==> src/rtl/thermo_alarm_pkg.sv <==
package thermo_alarm_pkg;
  localparam int FQ_W = 3;

  typedef enum logic {
    WATCH_HI = 1'b0,
    WATCH_LO = 1'b1
  } side_e;

  function automatic logic [FQ_W-1:0] fault_limit(input logic [1:0] sel);
    case (sel)
      2'd0:    fault_limit = 3'd1;
      2'd1:    fault_limit = 3'd2;
      2'd2:    fault_limit = 3'd4;
      default: fault_limit = 3'd6;
    endcase
  endfunction
endpackage

==> src/rtl/thermo_limit_cmp.sv <==
module thermo_limit_cmp #(
  parameter int TEMP_W   = 16,
  parameter int RES_BASE = 9
) (
  input  logic [TEMP_W-1:0] sample,
  input  logic [TEMP_W-1:0] lim_hi,
  input  logic [TEMP_W-1:0] lim_lo,
  input  logic [1:0]        res,
  output logic              above,
  output logic              below
);
  localparam int LOW_ZEROS = TEMP_W - RES_BASE;

  logic [TEMP_W-1:0] keep_mask;
  logic [TEMP_W-1:0] s_m, h_m, l_m;

  always_comb begin
    keep_mask = {TEMP_W{1'b1}} << (LOW_ZEROS - int'(res));
    s_m   = sample & keep_mask;
    h_m   = lim_hi & keep_mask;
    l_m   = lim_lo & keep_mask;
    above = $signed(s_m) > $signed(h_m);
    below = $signed(s_m) < $signed(l_m);
  end
endmodule

==> src/rtl/thermo_fault_cnt.sv <==
module thermo_fault_cnt
  import thermo_alarm_pkg::*;
(
  input  logic            clk,
  input  logic            rst,
  input  logic            clr,
  input  logic            valid,
  input  logic            qual,
  input  logic [FQ_W-1:0] thr,
  output logic            hit,
  output logic [FQ_W-1:0] cnt
);
  logic [FQ_W:0] nxt;

  always_comb begin
    nxt = {1'b0, cnt} + 1'b1;
    hit = valid && qual && !clr && (nxt >= {1'b0, thr});
  end

  always_ff @(posedge clk) begin
    if (rst || clr)   cnt <= '0;
    else if (valid) begin
      if (!qual)      cnt <= '0;
      else if (hit)   cnt <= thr;
      else            cnt <= nxt[FQ_W-1:0];
    end
  end
endmodule

==> src/rtl/thermo_alarm_fsm.sv <==
module thermo_alarm_fsm
  import thermo_alarm_pkg::*;
(
  input  logic            clk,
  input  logic            rst,
  input  logic            intr,
  input  logic            shdn,
  input  logic            acc,
  input  logic            above,
  input  logic            below,
  input  logic            hit,
  input  logic            rd,
  input  logic [FQ_W-1:0] cnt,
  input  logic [FQ_W-1:0] thr,
  output logic            act_q,
  output logic            qual,
  output logic            cnt_clr
);
  side_e side_q;
  logic  intr_q;
  logic  evt;

  always_comb begin
    evt     = shdn || (intr != intr_q);
    qual    = (intr && side_q == WATCH_LO) ? below : above;
    cnt_clr = evt || act_q;
  end

  always_ff @(posedge clk) begin
    if (rst) begin
      act_q  <= 1'b0;
      side_q <= WATCH_HI;
      intr_q <= 1'b0;
    end else begin
      intr_q <= intr;
      if (evt) begin
        act_q  <= 1'b0;
        side_q <= WATCH_HI;
      end else if (intr) begin
        if (act_q) begin
          if (rd) act_q <= 1'b0;
        end else if (hit) begin
          act_q  <= 1'b1;
          side_q <= (side_q == WATCH_HI) ? WATCH_LO : WATCH_HI;
        end
      end else begin
        if (act_q) begin
          if (acc && below) act_q <= 1'b0;
        end else if (hit) act_q <= 1'b1;
      end
    end
  end


  cmp_release_chk: assert property (@(posedge clk) disable iff (rst)
    (!intr && act_q && !evt && !(acc && below)) |=> act_q);


  intr_hold_chk: assert property (@(posedge clk) disable iff (rst)
    (intr && act_q && !evt && !rd) |=> act_q);


  assert_count_chk: assert property (@(posedge clk) disable iff (rst)
    $rose(act_q) |-> ({1'b0, $past(cnt)} + 4'd1 >= {1'b0, $past(thr)}));


  idle_stable_chk: assert property (@(posedge clk) disable iff (rst)
    (!acc && !evt && !rd) |=> $stable(act_q));
endmodule

==> src/rtl/thermo_alarm.sv <==
module thermo_alarm
  import thermo_alarm_pkg::*;
#(
  parameter int TEMP_W   = 16,
  parameter int RES_BASE = 9
) (
  input  logic              clk,
  input  logic              rst,
  input  logic              smp_valid,
  output logic              smp_ready,
  input  logic [TEMP_W-1:0] smp_data,
  input  logic [TEMP_W-1:0] lim_hi,
  input  logic [TEMP_W-1:0] lim_lo,
  input  logic [1:0]        cfg_res,
  input  logic [1:0]        cfg_fault,
  input  logic              cfg_pol,
  input  logic              cfg_intr,
  input  logic              cfg_shdn,
  input  logic              rd_pulse,
  output logic              alarm_pin
);
  logic            acc, above, below, qual, cnt_clr, hit, act;
  logic [FQ_W-1:0] thr, cnt;

  always_comb begin
    smp_ready = !rst;
    acc       = smp_valid && smp_ready && !cfg_shdn;
    thr       = fault_limit(cfg_fault);
    alarm_pin = cfg_pol ? act : !act;
  end

  thermo_limit_cmp #(.TEMP_W(TEMP_W), .RES_BASE(RES_BASE)) cmp_i (
    .sample(smp_data), .lim_hi(lim_hi), .lim_lo(lim_lo), .res(cfg_res),
    .above(above), .below(below)
  );

  thermo_fault_cnt cnt_i (
    .clk(clk), .rst(rst), .clr(cnt_clr), .valid(acc), .qual(qual),
    .thr(thr), .hit(hit), .cnt(cnt)
  );

  thermo_alarm_fsm fsm_i (
    .clk(clk), .rst(rst), .intr(cfg_intr), .shdn(cfg_shdn), .acc(acc),
    .above(above), .below(below), .hit(hit), .rd(rd_pulse), .cnt(cnt),
    .thr(thr), .act_q(act), .qual(qual), .cnt_clr(cnt_clr)
  );


  shdn_pin_chk: assert property (@(posedge clk) disable iff (rst)
    (cfg_shdn && $past(cfg_shdn)) |-> (alarm_pin == !cfg_pol));
endmodule

==> config.mk <==
export PLATFORM = sky130hd
export DESIGN_NAME = thermo_alarm
export DESIGN_NICKNAME = d
export VERILOG_FILES = /design/src/rtl/thermo_alarm_pkg.sv /design/src/rtl/thermo_limit_cmp.sv /design/src/rtl/thermo_fault_cnt.sv /design/src/rtl/thermo_alarm_fsm.sv /design/src/rtl/thermo_alarm.sv
export SDC_FILE = /design/constraint.sdc
export NUM_CORES = 1
export LEC_CHECK = 0
export BUFFER_PORTS_ARGS = -buffer_cell sky130_fd_sc_hd__buf_2
export CORE_MARGIN = 2
export CORE_UTILIZATION = 45
export DETAILED_ROUTE_END_ITERATION = 12
export MAX_ROUTING_LAYER = met4
export PLACE_DENSITY = 0.84
export RECOVER_POWER = 25
export SLEW_MARGIN = 15
export SYNTH_ARGS = -nofsm -noshare
export SYNTH_HDL_FRONTEND = slang
export SYNTH_HIERARCHICAL = 1
export SYNTH_SLANG_ARGS = --single-unit
==> constraint.sdc <==
create_clock -name clk -period 5.7 [get_ports clk]
set_input_delay 1.14 -clock clk [delete_from_list [all_inputs] [get_ports clk]]
set_output_delay 1.14 -clock clk [all_outputs]
set_load 0.05 [all_outputs]
# Word-level counts from Yosys, hierarchy flattened
# Cells that the tools add are included.
word_totals:
  register_bits: 6
  in_bits: 59
  word_cells: 46
classes:
  addsub: 2
  n_lt_le_gt_ge: 3
  n_eq_ne: 3
  shifts: 1
  mux: 12
  bitwise_logic: 4
  n_reduce_logical: 17
ops:
  columns: ["op", "count"]
  rows:
  - ["16-bit AND", 3]
  - ["16-bit by 32-bit left shift with 16-bit output (first input constant)", 1]
  - ["16-bit > comparator", 1]
  - ["16-bit < comparator", 1]
  - ["1-bit two-way mux", 9]
  - ["3-bit one-hot mux with 3 select lines", 1]
  - ["1-bit logical AND", 7]
  - ["3-bit two-way mux", 2]
  - ["3-bit by 1-bit adder with 4-bit output (second input constant)", 1]
  - ["4-bit by 3-bit greater-or-equal comparator with 1-bit output", 1]
  - ["1-bit zero test", 4]
  - ["3-bit by 2-bit subtractor with 4-bit output (first input constant)", 1]
  - ["1-bit logical OR", 3]
  - ["3-bit AND reduction", 1]
  - ["2-bit by 1-bit equality test with 1-bit output (second input constant)", 1]
  - ["2-bit equality test (second input constant)", 1]
  - ["2-bit zero test", 1]
  - ["2-bit OR reduction", 1]
  - ["1-bit != test", 1]
  - ["1-bit NOT", 1]

# Depth between registers and ports, before layout
depth:
  depth_word: 11
  mapped_depth: 13
  ltp_nobuf: 13

# Modules after synthesis
# Netlist, hierarchy kept.
modules_own_cells:
  columns: ["module", "n_inst", "cells_per_inst", "area_each_um2", "seq_area_each_um2"]
  rows:
  - ["thermo_limit_cmp", 1, 88, 645.6, 0.0]
  - ["thermo_fault_cnt", 1, 33, 279.0, 60.1]
  - ["thermo_alarm_fsm", 1, 20, 168.9, 60.1]
  - ["thermo_alarm", 1, 6, 36.3, 0.0]

# Least setup slack after synthesis
# OpenSTA, ideal clock, no wires.
synth_path:
  kind: "input port to flip-flop"
  startpoint: "in cfg_res[1]"
  endpoint: "reg cnt_i.cnt[0]"
  setup_time_ns: 0.078
  t_arrival_ns: 3.376
  t_required_ns: 5.622
  setup_slack_ns: 2.246
  stages: 11
  path_buffers: 1
  path_cell_list: "buf_6 -> and2_2 -> ha_1 -> a221o_1 -> a311oi_1 -> o31a_1 -> mux2_2 -> nand2_1 -> or4_1 -> o21bai_1 -> a32oi_1"
synth_via:
  elab_chain_cells: 10
  word_cells_on_any_way: 13
  cone_classes: "add/sub: 1; order compare: 2; shift: 1; mux: 3; bitwise: 3; reduce/logical: 3"
synth_lines:
  columns: ["element", "line_no", "source"]
  rows:
  - ["start, declared", "thermo_alarm.sv:14", "input logic [1:0] cfg_res,"]
  - ["3-bit by 2-bit subtractor with 4-bit output (*)", "thermo_limit_cmp.sv:18", "keep_mask = {TEMP_W{1'b1}} << (LOW_ZEROS - int'(res));"]
  - ["16-bit by 32-bit left shift with 16-bit output (*)", "thermo_limit_cmp.sv:18", null]
  - ["16-bit AND, on equally long branches", "thermo_limit_cmp.sv:19, thermo_limit_cmp.sv:21", null]
  - ["16-bit < comparator (*)", "thermo_limit_cmp.sv:23", "below = $signed(s_m) < $signed(l_m);"]
  - ["named net below", "thermo_alarm.sv:22", "logic acc, above, below, qual, cnt_clr, hit, act;"]
  - ["1-bit two-way mux (*)", "thermo_alarm_fsm.sv:25", "qual = (intr && side_q == WATCH_LO) ? below : above;"]
  - ["named net qual", "thermo_alarm.sv:22", null]
  - ["1-bit logical AND (3 in a row)", "thermo_fault_cnt.sv:17", "hit = valid && qual && !clr && (nxt >= {1'b0, thr});"]
  - ["3-bit two-way mux", "thermo_fault_cnt.sv:24", "else if (hit) cnt <= thr;"]
  - ["3-bit two-way mux (*)", "thermo_fault_cnt.sv:23", "if (!qual) cnt <= '0;"]
  - ["end signal, assigned", "thermo_fault_cnt.sv:24", null]
  - ["end signal, assigned", "thermo_fault_cnt.sv:25", "else cnt <= nxt[FQ_W-1:0];"]
  - ["end, declared", "thermo_fault_cnt.sv:11", "output logic [FQ_W-1:0] cnt"]
# The timed path passes the listed nets; every way through them passes the cells marked *.
# A chain may end at the register's enable or synchronous reset.

# Worst setup path in the final report
# Same ends and word-level chain as after synthesis.

==> qor.csv <==
stage,metric,value,unit
final_layout,layout net count,280,
power_and_ir_drop,Int Pwr,103,uW
yosys,Synth cell types,50,
setup_path,crit path from,cfg_res[1],
power_and_ir_drop,register share of total power,27.5,%
power_and_ir_drop,Leakage,0.784,nW
floorplanning,DIE AREA,0.00293,sq mm
sta,final setup fails,0,
setup_path,Setup CP Type,primary input to register,
grt,first-pass GRT wire length,3610,um
sta,final hold vios,0,
yosys,Synthesized Nets,230,
placement,Area after DPL,0.00139,sq mm
clock_tree,clock latency on the worst-skew pair,0.24,ns
clock_tree,Post-CTS Resized,0,
grt,GRT overflow,0,
power_and_ir_drop,clock network power share,24.5,%
detailed_routing,routed wire length,2380,um
clock_tree,clock tree sinks,6,
yosys,Mapped Area,0.00113,sq mm
grt,largest net degree at the start of global routing,10,
clock_tree,CTS tree,done,
floorplanning,DIE WIDTH,54.1,um
final_layout,most frequent cells in the layout,"46 x buf_2, 24 x ha_1, 22 x inv_1",
yosys,Cells after Synth,147,
yosys,Mean Syn Cell Area,7.69,sq um
placement,detailed placement HPWL,2070,um
detailed_routing,Antenna Nets Post-Route,0,
sta,Final period util,60.2,%
clock_tree,CTS Buf Count,3,
run,Max Cap Viol,0,
floorplanning,FP Rows,18,
clock_tree,clock transition at the registers of the reported paths,0.05,ns
floorplanning,Initial Util,46.5,%
clock_tree,htree depth,1,
setup_path,Worst Path Required,5.86,ns
setup_path,CP Max Fanout,9,
sta,Slew HR,60.9,%
placement,gpl congestion,0.847,
final_layout,"most common cell after layout, fill and taps aside",buf_2,
floorplanning,I/O pin count,61,
clock_tree,Setup Buffers After CTS,0,
detailed_routing,drt drc,0,
yosys,yosys warns,6,
final_layout,ant diodes,0,
detailed_routing,Pre-antenna DRT Iters,4,
yosys,post-synthesis register bit count,6,
yosys,number of flops mapped to enable cells by yosys,0,
yosys,ys async rst share,0,%
grt,vias in the first global route,966,
sta,Least-Margin Pin Slew,0.590,ns
outcome,status,"complete, no violations",
yosys,sequential area share after synthesis,10.6,%
clock_tree,# hold bufs at CTS,0,
sta,Max Fclk,0.292,GHz
grt,GRT Total Usage,16.6,%
final_layout,share of layout cells above drive strength 1,28.2,%
worst_hold_path,Worst Hold Depth,1,
power_and_ir_drop,Max rail drop VDD,0.101,mV
power_and_ir_drop,Pwr Density,112,mW/mm^2
detailed_routing,routed vias,1201,
worst_hold_path,Min-Delay Path Class,register to register,
detailed_routing,DR iter-0 viols,16,
setup_path,Worst setup SP type,primary input,
floorplanning,core area,0.00243,sq mm
clock_tree,CTS root buf,clkbuf_4,
clock_tree,largest buffer count on any clock path,2,
final_layout,post-route cell area,0.00141,sq mm
sta,Final Max Tran Viols,0,
sta,Clock Skews,0.00769,ns
detailed_routing,Routed WL per cell,10.6,um
placement,number of port buffers,48,
setup_path,Register-to-Register Path Depth,9,
yosys,Main synth FF type,dfxtp_1,
detailed_routing,Vias/cell,5.34,
setup_path,crit path DAT,3.59,ns
grt,initial antenna violation count,0,
power_and_ir_drop,Logic pwr share,48.1,%
sta,minimum clock period,3.43,ns
power_and_ir_drop,Psw,54.1,uW
sta,RSZ-0062 raised after global routing,no,
final_layout,area delta synth->final,24.7,%
setup_path,Critical R2R Launch,cnt_i/cnt[0]$_SDFFE_PP0P_,
power_and_ir_drop,Net Sw Frac,34.4,%
floorplanning,Die Span Y,54.1,um
worst_hold_path,HP Start,fsm_i/side_q$_SDFFE_PP0P_,
sta,post-route setup TNS,0,ns
setup_path,CP endpoint kind,register,
## power by group through the flow
stage | logic [mW] | clock network (mW) | registers (mW)
finish | 0.0755 | 0.0385 | 0.0431
global route | 0.0862 | 0.0439 | 0.0431
global placement | 0.0745 | 0 | 0.0439
detailed placement | 0.0757 | 0 | 0.0439
floorplan | 0.0481 | 0 | 0.0438
CTS | 0.0761 | 0.0407 | 0.0431
## cell usage after synthesis, types with 3 or more instances
cell | number | area share (%)
a21o_1 | 4 | 2.7
a21oi_1 | 5 | 2.2
a311oi_1 | 3 | 2.3
and3_1 | 3 | 1.7
dfxtp_1 | 6 | 11
ha_1 | 24 | 27
inv_1 | 22 | 7.3
nand2_1 | 10 | 3.3
nand3_1 | 3 | 1.3
nand3b_1 | 3 | 2.0
nor2_1 | 5 | 1.7
nor2b_1 | 5 | 2.8
o21ai_0 | 7 | 3.1
xor2_1 | 3 | 2.3
## sequential cells by signal, indices dropped and copies added, names as in the netlist
signal,count
fsm_i/intr_q,1
fsm_i/act_q,1
cnt_i/cnt,3
fsm_i/side_q,1
## routing by layer
metal	part of all wire, %	up-vias	global-route usage (%)	wire length (um)
li1	-	634	-	-
met1	45	523	19.0	1070
met2	46	44	30.9	1100
met3	8.7	0	1.67	207
met4	0	0	3.75	0
met5	0	-	-	0
## critical path, cell delays in order
cell and delay [ns]:
buf_2 0.14, and2_2 0.19, ha_1 0.30, a221o_1 0.32, a311oi_1 0.27, o31a_1 0.19
mux2_2 0.17, nand2_1 0.11, or4_1 0.44, o21bai_1 0.17, a32oi_1 0.14
## area by class of cell
class / instances / area (sq um)
Clock buffer: 3 / 22.5
Fill cell: 257 / 1020
Inverter: 22 / 82.6
Multi-Input combinational cell: 116 / 908
Sequential cell: 6 / 120
Tap cell: 30 / 37.5
Timing Repair Buffer: 48 / 238
## worst paths after layout
kind,to,slack (ns)
max,cnt_i/cnt[0]$_SDFFE_PP0P_,2.27
min,fsm_i/side_q$_SDFFE_PP0P_,0.52
max reg2reg,fsm_i/side_q$_SDFFE_PP0P_,3.57
min reg2reg,fsm_i/side_q$_SDFFE_PP0P_,0.52
## cells by family after synthesis
kind of cell / synth area share, %
compound gates: 22.6
xor+xnor: 3.10
fa+ha+maj: 26.6
buf+inv: 8.97
flops: 10.6
mux: 1.88
simple gates: 26.2
## stage by stage
step                cells  hold slack [ns]  utilization [%]  power [mW]  worst slack [ns]
finish                225            0.516             57.9       0.157              2.27
global route          225            0.550             57.9       0.173              2.04
CTS                   225            0.515             58.0       0.160              2.28
detailed placement    222            0.500             57.1       0.120              2.03
global placement      222            0.490             57.1       0.118              2.02
floorplan             147            0.463                -      0.0918              2.25
Note: power is estimated with default switching activity, not from simulation.
